$ cat src/rtl/intc_pkg.sv
`timescale 1ns/1ps
package intc_pkg;

    typedef enum logic [1:0] {
        BUS_IDLE  = 2'd0,
        BUS_DONE  = 2'd1,
        BUS_FAULT = 2'd2
    } bus_state_e;

    typedef struct packed {
        logic       hit;
        logic [2:0] lvl;
        logic [7:0] vec;
    } pick_t;

    localparam logic [2:0] LVL_NMI  = 3'd7;
    localparam logic [2:0] LVL_TOPM = 3'd6;

    localparam logic [5:0] OFS_FSET = 6'h10;
    localparam logic [5:0] OFS_FCLR = 6'h11;
    localparam logic [5:0] OFS_MAP1 = 6'h12;
    localparam logic [5:0] OFS_MAP2 = 6'h13;
    localparam logic [2:0] OFS_ACKG = 3'b100;

    localparam int VEC_OFFSET = 62;

    // fixed level of a source: source 0 is non-maskable, then groups step down
    function automatic logic [2:0] fixed_level(input int src, input int grp);
        int t;
        if (src == 0) return LVL_NMI;
        t = 6 - (src - 1) / grp;
        if (t < 1) t = 1;
        return 3'(t);
    endfunction

endpackage

$ cat src/rtl/intc_arb.sv
`timescale 1ns/1ps
module intc_arb
    import intc_pkg::*;
#(
    parameter int NUM_SRC   = 16,
    parameter int LVL_GROUP = 3,
    parameter int IDX_BASE  = 2,
    localparam int SW       = $clog2(NUM_SRC)
) (
    input  logic [NUM_SRC-1:0] pend,
    input  logic [2:0]         mask,
    input  logic [SW-1:0]      map1,
    input  logic [SW-1:0]      map2,
    output pick_t              win,
    output logic [7:1][7:0]    ack_vec
);

    function automatic logic [7:0] vec_of(input int s);
        return 8'(VEC_OFFSET + IDX_BASE + s);
    endfunction

    function automatic logic qual(input logic [2:0] l, input logic exact, input logic [2:0] key);
        return exact ? (l == key) : ((l == LVL_NMI) || (l > key));
    endfunction

    // ordered scan: level 7 natives, slot 1, slot 2, remaining natives by number
    function automatic pick_t pick(input logic [NUM_SRC-1:0] p, input logic [SW-1:0] m1,
                                   input logic [SW-1:0] m2, input logic exact,
                                   input logic [2:0] key);
        pick_t r;
        logic  rm;
        r = '0;
        for (int s = 0; s < NUM_SRC; s++) begin
            if (!r.hit && p[s] && fixed_level(s, LVL_GROUP) == LVL_NMI && qual(LVL_NMI, exact, key))
                r = '{hit: 1'b1, lvl: LVL_NMI, vec: vec_of(s)};
        end
        if (!r.hit && m1 != '0 && p[m1] && qual(LVL_TOPM, exact, key))
            r = '{hit: 1'b1, lvl: LVL_TOPM, vec: vec_of(int'(m1))};
        if (!r.hit && m2 != '0 && p[m2] && qual(LVL_TOPM, exact, key))
            r = '{hit: 1'b1, lvl: LVL_TOPM, vec: vec_of(int'(m2))};
        for (int s = 0; s < NUM_SRC; s++) begin
            rm = (m1 != '0 && m1 == SW'(s)) || (m2 != '0 && m2 == SW'(s));
            if (!r.hit && !rm && p[s] && fixed_level(s, LVL_GROUP) != LVL_NMI &&
                qual(fixed_level(s, LVL_GROUP), exact, key))
                r = '{hit: 1'b1, lvl: fixed_level(s, LVL_GROUP), vec: vec_of(s)};
        end
        return r;
    endfunction

    always_comb win = pick(pend, map1, map2, 1'b0, mask);

    for (genvar L = 1; L < 8; L++) begin : g_iack
        pick_t r;
        assign r          = pick(pend, map1, map2, 1'b1, 3'(L));
        assign ack_vec[L] = (r.hit && r.lvl == 3'(L)) ? r.vec : 8'h00;
    end

endmodule

$ cat src/rtl/intc_regs.sv
`timescale 1ns/1ps
module intc_regs
    import intc_pkg::*;
#(
    parameter int NUM_SRC   = 16,
    localparam int SW       = $clog2(NUM_SRC),
    localparam int FRC_BYTES = (NUM_SRC + 7) / 8
) (
    input  logic               clk,
    input  logic               rst_n,
    input  logic               bus_sel,
    input  logic               bus_wr,
    input  logic [23:0]        bus_addr,
    input  logic [7:0]         bus_wdata,
    input  logic [7:1][7:0]    ack_vec,
    output logic               bus_ack,
    output logic               bus_berr,
    output logic [7:0]         bus_rdata,
    output logic [NUM_SRC-1:0] frc_q,
    output logic [SW-1:0]      map1_q,
    output logic [SW-1:0]      map2_q
);

    bus_state_e st_q, st_d;
    logic                   hit;
    logic [5:0]             ofs;
    logic                   wdat_ok;
    logic                   acc_ok;
    logic [7:0]             rd_val;
    logic [FRC_BYTES*8-1:0] frc_pad;
    logic [SW-1:0]          widx;

    assign hit     = bus_sel && (&bus_addr[23:6]);
    assign ofs     = bus_addr[5:0];
    assign wdat_ok = ({1'b0, bus_wdata} < 9'(NUM_SRC));
    assign widx    = bus_wdata[SW-1:0];

    always_comb begin
        frc_pad = '0;
        frc_pad[NUM_SRC-1:0] = frc_q;
    end

    // offset decode: legality and read value
    always_comb begin
        acc_ok = 1'b0;
        rd_val = 8'h00;
        if (ofs < 6'(FRC_BYTES)) begin
            acc_ok = !bus_wr;
            for (int b = 0; b < FRC_BYTES; b++)
                if (ofs == 6'(b)) rd_val = frc_pad[b*8 +: 8];
        end else if (ofs == OFS_FSET || ofs == OFS_FCLR) begin
            acc_ok = bus_wr && wdat_ok;
        end else if (ofs == OFS_MAP1) begin
            acc_ok = !bus_wr || wdat_ok;
            rd_val = 8'(map1_q);
        end else if (ofs == OFS_MAP2) begin
            acc_ok = !bus_wr || wdat_ok;
            rd_val = 8'(map2_q);
        end else if (ofs[5:3] == OFS_ACKG && ofs[2:0] != 3'd0) begin
            acc_ok = !bus_wr;
            rd_val = ack_vec[ofs[2:0]];
        end
    end

    // next-state logic
    always_comb begin
        st_d = BUS_IDLE;
        unique case (st_q)
            BUS_IDLE, BUS_DONE, BUS_FAULT: begin
                if (hit) st_d = acc_ok ? BUS_DONE : BUS_FAULT;
            end
            default: st_d = BUS_IDLE;
        endcase
    end

    // state register
    always_ff @(posedge clk or negedge rst_n) begin
        if (!rst_n) st_q <= BUS_IDLE;
        else        st_q <= st_d;
    end

    // state outputs
    always_comb begin
        bus_ack  = 1'b0;
        bus_berr = 1'b0;
        unique case (st_q)
            BUS_DONE:  bus_ack  = 1'b1;
            BUS_FAULT: bus_berr = 1'b1;
            BUS_IDLE:  ;
            default:   ;
        endcase
    end

    // register file and read data
    always_ff @(posedge clk or negedge rst_n) begin
        if (!rst_n) begin
            frc_q     <= '0;
            map1_q    <= '0;
            map2_q    <= '0;
            bus_rdata <= 8'h00;
        end else begin
            bus_rdata <= (hit && acc_ok && !bus_wr) ? rd_val : 8'h00;
            if (hit && acc_ok && bus_wr) begin
                if (ofs == OFS_FSET) frc_q[widx] <= 1'b1;
                if (ofs == OFS_FCLR) frc_q[widx] <= 1'b0;
                if (ofs == OFS_MAP1) map1_q <= widx;
                if (ofs == OFS_MAP2) map2_q <= widx;
            end
        end
    end

endmodule

$ cat src/rtl/prio_intc.sv
`timescale 1ns/1ps
module prio_intc
    import intc_pkg::*;
#(
    parameter int NUM_SRC   = 16,
    parameter int LVL_GROUP = 3,
    parameter int IDX_BASE  = 2
) (
    input  logic               clk,
    input  logic               rst_n,
    input  logic               bus_sel,
    input  logic               bus_wr,
    input  logic [23:0]        bus_addr,
    input  logic [7:0]         bus_wdata,
    output logic               bus_ack,
    output logic               bus_berr,
    output logic [7:0]         bus_rdata,
    input  logic [NUM_SRC-1:0] irq_src,
    input  logic [2:0]         core_mask,
    output logic [2:0]         irq_lvl,
    output logic [7:0]         irq_vec,
    input  logic               lp_en,
    output logic               wake
);

    localparam int SW = $clog2(NUM_SRC);

    logic [NUM_SRC-1:0] frc_q;
    logic [NUM_SRC-1:0] pend;
    logic [SW-1:0]      map1_q;
    logic [SW-1:0]      map2_q;
    logic [7:1][7:0]    ack_vec;
    pick_t              win;

    assign pend = irq_src | frc_q;

    intc_regs #(.NUM_SRC(NUM_SRC)) u_regs (
        .clk       (clk),
        .rst_n     (rst_n),
        .bus_sel   (bus_sel),
        .bus_wr    (bus_wr),
        .bus_addr  (bus_addr),
        .bus_wdata (bus_wdata),
        .ack_vec   (ack_vec),
        .bus_ack   (bus_ack),
        .bus_berr  (bus_berr),
        .bus_rdata (bus_rdata),
        .frc_q     (frc_q),
        .map1_q    (map1_q),
        .map2_q    (map2_q)
    );

    intc_arb #(.NUM_SRC(NUM_SRC), .LVL_GROUP(LVL_GROUP), .IDX_BASE(IDX_BASE)) u_arb (
        .pend    (pend),
        .mask    (core_mask),
        .map1    (map1_q),
        .map2    (map2_q),
        .win     (win),
        .ack_vec (ack_vec)
    );

    // registered core-facing outputs
    always_ff @(posedge clk or negedge rst_n) begin
        if (!rst_n) begin
            irq_lvl <= 3'd0;
            irq_vec <= 8'h00;
        end else begin
            irq_lvl <= win.lvl;
            irq_vec <= win.vec;
        end
    end

    // clockless wakeup path
    assign wake = lp_en && win.hit;

endmodule

$ cat config.mk
export PLATFORM = sky130hd
export DESIGN_NAME = prio_intc
export DESIGN_NICKNAME = d
export VERILOG_FILES = /design/src/rtl/intc_pkg.sv /design/src/rtl/intc_arb.sv /design/src/rtl/intc_regs.sv /design/src/rtl/prio_intc.sv
export SDC_FILE = /design/constraint.sdc
export NUM_CORES = 1
export LEC_CHECK = 0
export BUFFER_PORTS_ARGS = -buffer_cell sky130_fd_sc_hd__buf_2
export CAP_MARGIN = 20
export CORE_ASPECT_RATIO = 1.5
export CORE_MARGIN = 2
export CORE_UTILIZATION = 40
export DETAILED_ROUTE_END_ITERATION = 7
export SKIP_LAST_GASP = 1
export SYNTH_ARGS = -nofsm -noshare
export SYNTH_HDL_FRONTEND = slang
export SYNTH_SLANG_ARGS = --single-unit
$ cat constraint.sdc
create_clock -name clk -period 4.9 [get_ports clk]
set_clock_uncertainty 0.1 [all_clocks]
set_input_delay 0.49 -clock clk [delete_from_list [all_inputs] [get_ports clk]]
set_output_delay 0.49 -clock clk [all_outputs]
set_load 0.02 [all_outputs]
== After elaboration in Yosys (flattened, before gate mapping) ==
Cells that the tools add are included.
Storage, ports and cells
  logic and storage cells: 334
  register bits: 45
  output and inout port bits: 22
  input bits: 56
Cells by class
  mux-type cells: 70
  $add $sub $neg: 2
  bitwise operators: 4
  equality and inequality tests: 44
  reduce and logical (&&, ||, !) cells: 195
  $lt $le $gt $ge: 12
Operators by type and width (number)
  two-way mux 12 bit: 35
  logical AND 1 bit: 124
  two-way mux 8 bit: 15
  == test 4 bit (second input constant): 16
  two-way mux 16 bit: 3
  logical NOT 1 bit: 45
  == test 4 x 3 -> 1 bit (second input constant): 8
  bitwise OR 16 bit: 2
  binary-select mux 8 bit (select 3 bit): 1
  == test 6 x 5 -> 1 bit (second input constant): 4
  AND reduction 18 bit: 1
  logical OR 1 bit: 17
  adder 7 x 4 -> 8 bit (first input constant): 2
  AND 16 bit: 1
  == test 4 x 2 -> 1 bit (second input constant): 4
  NOT 16 bit: 1
  == test 3 bit (second input constant): 5
  less-than comparator 4 x 5 -> 1 bit (second input constant): 3
  two-way mux 1 bit: 10
  greater-than comparator 3 bit (first input constant): 3
  binary-select mux 1 bit (select 4 bit): 2
  == test 4 x 1 -> 1 bit (second input constant): 2
  less-than comparator 8 x 5 -> 1 bit (second input constant): 1
  nonzero test 4 bit: 2
  other kinds (15): 20

== Logic depth before layout (Yosys ltp) ==
Gate-level depths: netlist of run 1.
  depth after elaboration: 88
  depth in mapped cells: 9

== Cells and area by module ==
From an unflattened synthesis of run 1, not the netlist that was laid out.
Unflattened totals
  cells, all modules: 492
  area, all modules: 4401.7 µm²
By module, submodules not included
  intc_regs: instances 1, cells an instance 227, area each 2383.5 µm², sequential area each 850.8 µm²
  intc_arb: instances 1, cells an instance 237, area each 1636.6 µm², sequential area each 0.0 µm²
  prio_intc: instances 1, cells an instance 28, area each 381.6 µm², sequential area each 275.3 µm²

== Worst setup path before layout of run 1 ==
No wires, ideal clock.
  path type: reg2out
  start: reg u_regs.map2_q[1]
  end: out wake
  stages on the path, launching flop included: 10
  path buffers: 2
  data required time: 4310 ps
  path slack: 1855 ps
  arrival time: 2455 ps
  cell sequence: dfrtp_1 > buf_6 > inv_4 > mux4_2 > a22o_1 > or3_1 > buf_6 > a32o_1 > nor3b_1 > a21boi_2
Between the ends
  cells in the longest elaborated chain, start to end: 81
  elaborated cells on any way between the ends: 143
  those cells by class: eq/ne (15); mux (18); reduce/logical (110)
Ends and longest elaborated chain
  start: declaration: line intc_regs.sv:21  | output logic [SW-1:0] map2_q
  start signal: assignment: line intc_regs.sv:107  | if (ofs == OFS_MAP2) map2_q <= widx;
  binary-select mux 1 bit (select 4 bit) / nonzero test 4 bit (equally long branches): line intc_arb.sv:39, intc_arb.sv:42
  two-way mux 1 bit / logical AND 1 bit (equally long branches)
  logical AND 1 bit (2 in series): line intc_arb.sv:39  | if (!r.hit && m2 != '0 && p[m2] && qual(LVL_TOPM, exact, key))
  two-way mux 12 bit: line intc_arb.sv:39
  logical NOT 1 bit
  logical AND 1 bit (3 in series): line intc_arb.sv:43  | if (!r.hit && !rm && p[s] && fixed_level(s, LVL_GROUP) != LVL_NMI &&
  two-way mux 12 bit: line intc_arb.sv:43
  logical NOT 1 bit: line intc_arb.sv:43
  [58 not listed]
  two-way mux 12 bit: line intc_arb.sv:43
  logical NOT 1 bit: line intc_arb.sv:43
  logical AND 1 bit (3 in series): line intc_arb.sv:43
  two-way mux 12 bit: line intc_arb.sv:43
  logical NOT 1 bit: line intc_arb.sv:43
  logical AND 1 bit (3 in series): line intc_arb.sv:43
  two-way mux 12 bit (*): line intc_arb.sv:43
  logical AND 1 bit (*): line prio_intc.sv:74  | assign wake = lp_en && win.hit;
  end: declaration: line prio_intc.sv:23  | output logic wake
Mark *: on every way between the ends. The rest lies on a longest branch, timed or not. The select of a mux whose other input is x is not followed.

== Final worst setup path of run 1 ==
  start: reg u_regs.map1_q[0]
  end: out wake
Between the ends
  cells in the longest elaborated chain, start to end: 86
  elaborated cells on any way between the ends: 148
  those cells by class: eq/ne (15); mux (19); reduce/logical (114)
Ends and longest elaborated chain
  start: declaration: line intc_regs.sv:20  | output logic [SW-1:0] map1_q,
  start signal: assignment: line intc_regs.sv:106  | if (ofs == OFS_MAP1) map1_q <= widx;
  binary-select mux 1 bit (select 4 bit) / nonzero test 4 bit (equally long branches): line intc_arb.sv:37, intc_arb.sv:42
  two-way mux 1 bit / logical AND 1 bit (equally long branches)
  logical AND 1 bit
  logical AND 1 bit: line intc_arb.sv:37  | if (!r.hit && m1 != '0 && p[m1] && qual(LVL_TOPM, exact, key))
  two-way mux 12 bit: line intc_arb.sv:37
  logical NOT 1 bit: line intc_arb.sv:39
  logical AND 1 bit (3 in series): line intc_arb.sv:39
  two-way mux 12 bit: line intc_arb.sv:39
  [64 not listed]
  two-way mux 12 bit: line intc_arb.sv:43
  logical NOT 1 bit: line intc_arb.sv:43
  logical AND 1 bit (3 in series): line intc_arb.sv:43
  two-way mux 12 bit: line intc_arb.sv:43
  logical NOT 1 bit: line intc_arb.sv:43
  logical AND 1 bit (3 in series): line intc_arb.sv:43
  two-way mux 12 bit (*): line intc_arb.sv:43
  logical AND 1 bit (*): line prio_intc.sv:74
Marked as above.

==> results of run 1 <==
==> per-layer routing <==
layer | vias up | track usage | part of all wire
li1 | 1711 | - | -
met1 | 1788 | 0.3063 | 0.36
met2 | 162 | 0.4565 | 0.52
met3 | 51 | 0.04030 | 0.047
met4 | 0 | 0.1906 | 0.071
met5 | - | 0 | 0
==> state kept, by name, indices dropped and copies added, names as in the netlist <==
register,count
u_regs.st_q,2
u_regs.map2_q,4
u_regs.frc_q,16
irq_lvl,3
irq_vec,5
u_regs.bus_rdata,8
u_regs.map1_q,4
==> cell usage after synthesis, drive strengths merged (4+ instances only) <==
cell type / count
a211oi: 6
a21boi: 5
a21o: 4
a21oi: 22
a221o: 5
a221oi: 4
a22oi: 5
and2: 7
and3: 4
buf: 14
clkbuf: 16
dfrtp: 42
inv: 11
mux2: 27
mux2i: 15
mux4: 5
nand2: 49
nand3: 12
nand4: 10
nor2: 40
nor2b: 12
nor3: 14
nor3b: 5
o211ai: 5
o21ai: 13
o221ai: 5
o22ai: 5
o31ai: 6
or3: 4
==> how the worst max path moves through the flow <==
stage                     start  cells after the start   end  slack [ns]
3_5_place_dp   u_regs.map1_q[0]                      8  wake        1.32
6_report       u_regs.map1_q[0]                      8  wake        0.94
2_1_floorplan  u_regs.map2_q[1]                      9  wake        1.85
4_1_cts        u_regs.map1_q[0]                      8  wake         1.0
3_3_place_gp   u_regs.map1_q[0]                      8  wake        1.35
5_1_grt        u_regs.map1_q[0]                      8  wake        0.80
==> worst max-delay path, cell delays in order, from the launching register on <==
cell,delay (ns)
dfrtp_1,0.81
inv_2,0.16
mux4_2,0.46
a22o_1,0.24
or3_1,0.50
a32o_1,0.40
nor3b_1,0.21
a21boi_2,0.13
buf_2,0.17
==> cells by family (layout without fill, tap and decap cells) <==
logic type             after synthesis  in the layout  synth area share
buffers and inverters               41             94           0.05569
other                                1              3          0.001037
AND/OR/NAND/NOR                    175            175            0.2446
multiplexers                        47             47            0.1567
flip-flops                          42             42            0.2906
AO/OA/AOI/OAI                      118            118            0.2515
==> cells in the final DEF (no fill, tap or decap), drive strengths merged, types with 5 or more instances in the layout <==
master and n:
buf 75, nand2 49, dfrtp 42, nor2 40
mux2 27, a21oi 22, mux2i 15, nor3 14
o21ai 13, nand3 12, nor2b 12, inv 11
nand4 10, and2 7, o31ai 6, a211oi 6
clkbuf 6, o211ai 5, o22ai 5, a221o 5
nor3b 5, mux4 5, a22oi 5, o221ai 5
a21boi 5
==> per-stage QoR <==
step	worst slack, ns	instance area, um^2	power (mW)
after floorplan	1.855	3625	0.4434
after global placement	1.351	3978	0.5004
after detailed placement	1.319	3978	0.5008
after CTS	0.9951	4120	0.8396
after global routing	0.8000	4140	0.8716
final	0.9386	4140	0.8377
==> area by class of cell <==
cell class | instances | area [um^2]
inverter | 11 | 46.29
multi-input combinational | 343 | 2372
clock inverter | 2 | 13.76
clock buffer | 6 | 128.9
tap | 110 | 137.6
timing repair buffer | 75 | 390.4
fill | 898 | 4688
sequential | 42 | 1051
==> report_power, final <==
group | leakage, nW | internal (mW) | switching, mW | total (mW)
clock | 0.0708 | 0.189 | 0.151 | 0.341
combinational | 1.17 | 0.0552 | 0.0913 | 0.147
sequential | 0.568 | 0.350 | 0.000685 | 0.350
==> out/metrics.cfg, run 1 <==
[synth]
avgSynthCellArea_um2 = 8.531
yosysUniqueCellTypes = 71
yosysWarnings = 0
synth_cells = 424
ys_ff_latch = 42
seq_area_frac_synth = 0.2906
ys_async_sr_fraction = 1.000
synth_edf_count = 0
ys.flop_type = dfrtp_1
netlist_top_cells_area = dfrtp_1 (29%), mux2_2 (8.4%), nand2_1 (5.1%), mux2i_1 (4.2%), nor2_1 (4.2%)
yosysTopAreaCell = dfrtp_1
netlist_area_mm2 = 0.003617
synth_top_area_share = 0.2906

[die]
coreArea_mm2 = 0.008828
rows = 42
fp.dieH_um = 120.5
chipWidth_um = 81.65
io_pins = 78
dieArea_mm2 = 0.009835
initial_core_util = 0.4097

[cts]
cts_max_path_buffers = 2
clkTransAtPathRegs_ns = 0.06
postCtsHoldBufs = 0
clock_sinks = 42
insertion_delay_ns = 0.30
h-tree-depth = 2
root_buffer = clkbuf_16
numCtsBuffers = 5
post_cts_resized = 0
cts_setup_buffers = 0
tritoncts = built

[sta]
fin_crit_ns = 3.961
rsz0062_at_grt = no
worst_pin_slew_ns = 0.9796
whs_ns = -0.008748
slew_headroom = 0.3409
setup_tns_ns = 0
drv_slew = 0
hold_viol = 13
fmax_mhz = 252.4
setup_violations = 0
min_period_over_period = 0.8085

[grt]
grt-ovfl-total = 0
grt_max_degree = 43
grt_pass1_wl_um = 19810
antenna_found_initial = 0
grt_pass1_vias = 3691
gr-usage-all-layers = 0.2716

[drt]
wire_per_inst_um = 21.42
first_pass_iters = 6
drc = 0
drt-vias-per-instance = 6.302
drtIter0Drc = 370
vias = 3712
ant_nets = 0
wirelength_um = 12620

[placement]
io_buffers = 74
place.gp.congestion = 0.9894
placed_cells = 580
post-dp-hpwl_um = 10000

[worst_setup_path]
reg2reg_slack_ns = 1.62
start_kind = register
reg2reg_from = u_regs.map1_q[0]
timing.rr.end = u_regs.bus_rdata[3]
rr_worst_depth = 7
path_class = register to output pin
worstPathArrival_ns = 3.37
crit_fanout = 20
cp-end-kind = output pin
crit_required_ns = 4.31

[power]
vdd_drop_max_uv = 132.6
p_leak_nw = 1.806
power_density_mw_per_mm2 = 202.3

[status]
status = complete, but fails checks
violations = hold timing

[final_layout]
fin_util = 0.4690
drive_above_1_share = 0.2756
final_nets = 534
finalNonFillerCells = 589
synthToLayoutAreaGrowth_pct = 14.46
insertedDiodeCount = 0

[run]
maxCapViolCount = 0

[worst_hold_path]
min_path_type = primary input to asynchronous set/reset pin

Power figures use the tool's default switching activity.
==> run 2, diff against run 1 <==
ABC_AREA = 1   (was default)
clock period = 3.5 ns   (was 4.9 ns; I/O delays follow)
==> out/metrics.cfg, run 2 <==
[placement]
place.gp.congestion = 0.9803
placed_area_mm2 = 0.003905
io_buffers = 74
pre_cts_slack_ns = 0.4500
post-dp-hpwl_um = 9672

[worst_setup_path]
crit_path_top_delay_cell = dfrtp_1
path_class = register to output pin
path_cells = inv_2, nor2_2, nand2_1, nand2_1, nor2_1, nor2_1, nor2_1, nand2_4, nand2_4, nand2_2, nand4_4, nor2_4, nand3_4, nor2_4, o21ai_2, o211ai_2, nand2_1, inv_1, buf_2
start_kind = register
cp-end-kind = output pin
critPathMaxStageDelay_ns = 0.51
worstPathArrival_ns = 2.90
crit_required_ns = 3.05
crit_fanout = 7

[grt]
grt_pass1_wl_um = 18770
antenna_found_initial = 0
grt_max_degree = 43
grt-ovfl-total = 0
grt_pass1_vias = 3792
gr-usage-all-layers = 0.2656

[cts]
tritoncts = built
cts_setup_buffers = 0
root_buffer = clkbuf_16
clock_sinks = 42
clkTransAtPathRegs_ns = 0.06
cts_max_path_buffers = 2
numCtsBuffers = 5
h-tree-depth = 2
insertion_delay_ns = 0.29

[die]
rows = 41
dieArea_mm2 = 0.009317
coreArea_mm2 = 0.008362
chipWidth_um = 79.48
io_pins = 78
fp.dieH_um = 117.2
initial_core_util = 0.4088

[sta]
drv_slew = 0
fin_crit_ns = 3.349
setup_violations = 0
slew_headroom = 0.5845
hold_viol = 0
fin_ws_ns = 0.1510
worst_pin_slew_ns = 0.6210
fmax_mhz = 298.6
setup_tns_ns = 0
rsz0062_at_grt = no
min_period_over_period = 0.9568

[drt]
ant_nets = 0
wire_per_inst_um = 16.24
drc = 0
wirelength_um = 11970
drt-vias-per-instance = 5.478
vias = 4037
first_pass_iters = 5
drtIter0Drc = 377

[power]
p_leak_nw = 2.016
power_density_mw_per_mm2 = 317.7
vdd_drop_max_uv = 320.6

[final_layout]
synthToLayoutAreaGrowth_pct = 21.16
layout_commonest_cell = nand2_1
nFillCells = 929
final_nets = 685
layout_common_cells = nand2_1 (148), nor2_1 (91), buf_2 (74)
regMostFlops = u_regs.frc_q
insertedDiodeCount = 0
final_area_mm2 = 0.004141
drive_above_1_share = 0.1778
largest_reg_flops = 16
top_regs = u_regs.frc_q: 16 flops, u_regs.bus_rdata: 8 flops, irq_vec: 5 flops

[synth]
yosysUniqueCellTypes = 44
ys.flop_type = dfrtp_1
avgSynthCellArea_um2 = 6.226
yosysWarnings = 0
synth_edf_count = 0
yosys.cell_count.top_type = nand2_1
synth_top_area_share = 0.3075
ys_async_sr_fraction = 1.000
ys_ff_latch = 42
yosysTopAreaCell = dfrtp_1
synth_cells = 549
yosys-top-cells-count = nand2_1 (148), nor2_1 (94), inv_1 (71)
netlist_area_mm2 = 0.003418
seq_area_frac_synth = 0.3075
netlist_top_cells_area = dfrtp_1 (31%), nand2_1 (16%), nor2_1 (10%), inv_1 (7.8%), o21ai_0 (7.8%)

[run]
maxCapViolCount = 0

[status]
status = finished clean

[worst_hold_path]
min_path_type = primary input to register

-- run 2: changes by cell type in the layout (fill, tap and decap cells not counted), sizes merged, moves of 6 or more --
cell and change:
a21oi -6, mux2 -27, nor2b -12, nor3 -6, nor2 +60, nand2 +104, and2 -6, o21ai +42
mux2i -15, nand3 +13, inv +65
-- run 2: cell families (layout without fill, tap and decap cells) --
logic type | after synthesis | after routing | synth area share
simple gates | 307 | 307 | 0.3939
compound gates | 114 | 114 | 0.2002
buf+inv | 85 | 164 | 0.09737
flops | 42 | 42 | 0.3075
other cells | 1 | 3 | 0.001097
-- run 2: final cells by class --
cell class,count,area (um^2),area share
inverters,78,292.8,0.07069
clock buffers,6,138.9,0.03353
clock inverters,2,60.06,0.01450
flip-flops and latches,42,1051,0.2538
multi-input cells,424,2049,0.4949
repair buffers,78,415.4,0.1003
well taps,107,133.9,0.03233
-- run 2: final timing paths --
check / to / slack [ns] / start / depth (start not counted)
max in group asynchronous: irq_lvl[2] / 2.52 / rst_n / 3
worst max-delay path: wake / 0.15 / u_regs.map1_q[0] / 19
worst max register to register: u_regs.bus_rdata[3] / 0.75 / u_regs.map1_q[0] / 15
worst min register to register: u_regs.frc_q[11] / 0.42 / u_regs.frc_q[11] / 2
min in group asynchronous: u_regs.map2_q[2] / 0.33 / rst_n / 2
worst min-delay path: u_regs.map1_q[1] / 0.27 / bus_wdata[1] / 3
-- run 2: repair_timing --
item                                   in CTS  in global routing
endpoints found under the hold margin       0                  5
resized for setup                           0                  3
hold buffers                                0                  1
setup endpoints to repair                   0                  1
-- run 2: worst max-delay path, delay by kind of cell, from the launching register on --
family,cells,cell delay (ns)
DFF,1,0.51
AOI/OAI and AO/OA,2,0.23
buffers and inverters,3,0.31
and+or+nand+nor,14,1.55
-- run 2: metrics by stage --
stage          hold slack (ns)  utilization  power (mW)  std cells
3_5_place_dp            0.4042       0.4670      0.6909        727
3_3_place_gp            0.3987       0.4670      0.6896        727
6_report                0.2687       0.4953       1.316        737
5_1_grt                 0.3047       0.4953       1.362        737
2_1_floorplan         -0.04559            -      0.6066        551
4_1_cts                 0.1814       0.4908       1.322        735
-- run 2: report_power, final --
part | leakage [nW] | internal (mW) | switching [mW]
Sequential | 0.507 | 0.490 | 0.000929
Clock | 0.0971 | 0.429 | 0.200
Combinational | 1.41 | 0.0652 | 0.131
-- run 2: metal layers --
metal	part of all wire	routed length, um	GRT usage
met1	0.38	4497	0.2927
met2	0.52	6243	0.4896
met3	0.050	604	0.03221
met4	0.052	621	0.1460
met5	0	0	0
==> run 3, diff against run 2 <==
REMOVE_ABC_BUFFERS = 1   (was default)
==> out/metrics.cfg, run 3 (synthesized netlist as in run 2, its figures left out) <==
[status]
status = finished clean

[final_layout]
nFillCells = 902
finalNonFillerCells = 737
layout_common_cells = nand2_1 (148), nor2_1 (92), buf_2 (74)
multiInputGateArea_mm2 = 0.002052
final_nets = 685
drive_above_1_share = 0.1746
fin_util = 0.4917
regMostFlops = u_regs.frc_q
ff_latch_area_mm2 = 0.001051
synthToLayoutAreaGrowth_pct = 20.28
insertedDiodeCount = 0
largest_reg_flops = 16
top_regs = u_regs.frc_q: 16 flops, u_regs.bus_rdata: 8 flops, irq_vec: 5 flops
layout_commonest_cell = nand2_1

[sta]
setup_violations = 0
min_period_over_period = 0.9392
worst_pin_slew_ns = 0.6188
hold_viol = 0
fin_crit_ns = 3.287
drv_slew = 0
slew_headroom = 0.5860
fin_ws_ns = 0.2129
setup_tns_ns = 0
fmax_mhz = 304.2
rsz0062_at_grt = no

[drt]
wl_met3_um = 555
wire_per_inst_um = 16.28
m1WireLength_um = 4528
drtIter0Drc = 261
vias = 3994
dr.max_layer_used = met4
drc = 0
first_pass_iters = 5
drt-vias-per-instance = 5.419
ant_nets = 0
wirelength_um = 12000
wl_met2_um = 6209

[worst_setup_path]
critPathMaxStageDelay_ns = 0.51
worstPathArrival_ns = 2.84
path_cells = inv_2, nor2_4, nand2_1, nand2_1, nor2_1, nor2_1, nor2_1, nand2_4, nand2_4, nand2_2, nand4_4, nor2_4, nand3_4, nor2_4, o21ai_2, o211ai_2, nand2_1, inv_1, buf_2
cp-end-kind = output pin
crit_fanout = 8
start_kind = register
crit_required_ns = 3.05
path_class = register to output pin
crit_path_top_delay_cell = dfrtp_1

[placement]
place.gp.congestion = 0.9519
io_buffers = 74
pre_cts_slack_ns = 0.5021
placed_cells = 727
post-dp-hpwl_um = 9773

[grt]
gr-usage-all-layers = 0.2638
antenna_found_initial = 0
grt_pass1_vias = 3708
grt_pass1_wl_um = 18330
grt_max_degree = 43
grt-ovfl-total = 0

[die]
io_pins = 78
rows = 41
coreArea_mm2 = 0.008362
dieArea_mm2 = 0.009317
initial_core_util = 0.4088
fp.dieH_um = 117.2
chipWidth_um = 79.48

[power]
vdd_drop_max_uv = 328.3
clock_power_share = 0.437
p_sw_uw = 327.5
p_leak_nw = 1.997
combPwrFrac = 0.161
power_density_mw_per_mm2 = 296.6
p_int_uw = 892.1
p_seq_frac = 0.403
power.share.switching = 0.2685

[cts]
clkTransAtPathRegs_ns = 0.06
cts_setup_buffers = 0
tritoncts = built
root_buffer = clkbuf_16
numCtsBuffers = 5
clock_sinks = 42
cts_max_path_buffers = 2
h-tree-depth = 2
insertion_delay_ns = 0.29

[run]
maxCapViolCount = 0

[worst_hold_path]
min_path_type = primary input to register

==> run 3: changes by cell type in the layout (fill, tap and decap cells not counted), sizes merged <==
cell	before	now
bufinv	2	1
clkinvlp	0	1
==> run 3: power groups by stage <==
stage	registers [mW]	logic, mW	clock network (mW)
CTS	0.491	0.192	0.546
floorplan	0.507	0.0946	0
global placement	0.500	0.191	0
global route	0.491	0.216	0.562
finish	0.491	0.196	0.532
detailed placement	0.500	0.191	0
==> run 3: final timing paths <==
| kind | to | cells after the start | slack (ns) | start |
|---|---|---|---|---|
| min | u_regs.map2_q[1] | 3 | 0.27 | bus_wdata[1] |
| min in group asynchronous | u_regs.frc_q[11] | 2 | 0.31 | rst_n |
| max | wake | 19 | 0.21 | u_regs.map1_q[1] |
| min reg2reg | u_regs.frc_q[3] | 2 | 0.41 | u_regs.frc_q[3] |
| max in group asynchronous | irq_vec[6] | 3 | 2.55 | rst_n |
| max reg2reg | u_regs.bus_rdata[2] | 14 | 0.77 | u_regs.map1_q[1] |
==> run 3: routing by layer <==
layer,track usage,up-vias
li1,-,1977
met1,0.2939,1810
met2,0.4745,170
met3,0.02761,37
met4,0.1678,0
met5,0,-
==> run 3: timing repair <==
action | CTS | global route
hold buffers | 0 | 1
endpoints found under the setup margin | 0 | 1
hold endpoints to repair | 0 | 2
resized for setup | 0 | 3
==> run 3: critical path: cells and delay by family, from the launching register on <==
family / cells / cell delay, ns
AO/OA/AOI/OAI: 2 / 0.23
buffers and inverters: 3 / 0.32
flip-flops: 1 / 0.51
AND/OR/NAND/NOR: 14 / 1.47
==> run 3: layout make-up <==
| class | instances | area share |
|---|---|---|
| clock buffers | 6 | 0.03135 |
| clock inverters | 2 | 0.009130 |
| inverters | 78 | 0.07121 |
| multi-input cells | 424 | 0.4991 |
| flip-flops and latches | 42 | 0.2556 |
| well taps | 107 | 0.03256 |
| repair buffers | 78 | 0.1010 |
==> run 3: through the flow <==
step           total power [mW]  instance area [um^2]  hold WS (ns)
2_1_floorplan            0.6014                  3386      -0.04559
3_3_place_gp             0.6908                  3905        0.3986
4_1_cts                   1.228                  4071        0.1536
3_5_place_dp             0.6909                  3905        0.4063
6_report                  1.220                  4111        0.2667
5_1_grt                   1.269                  4111        0.2772
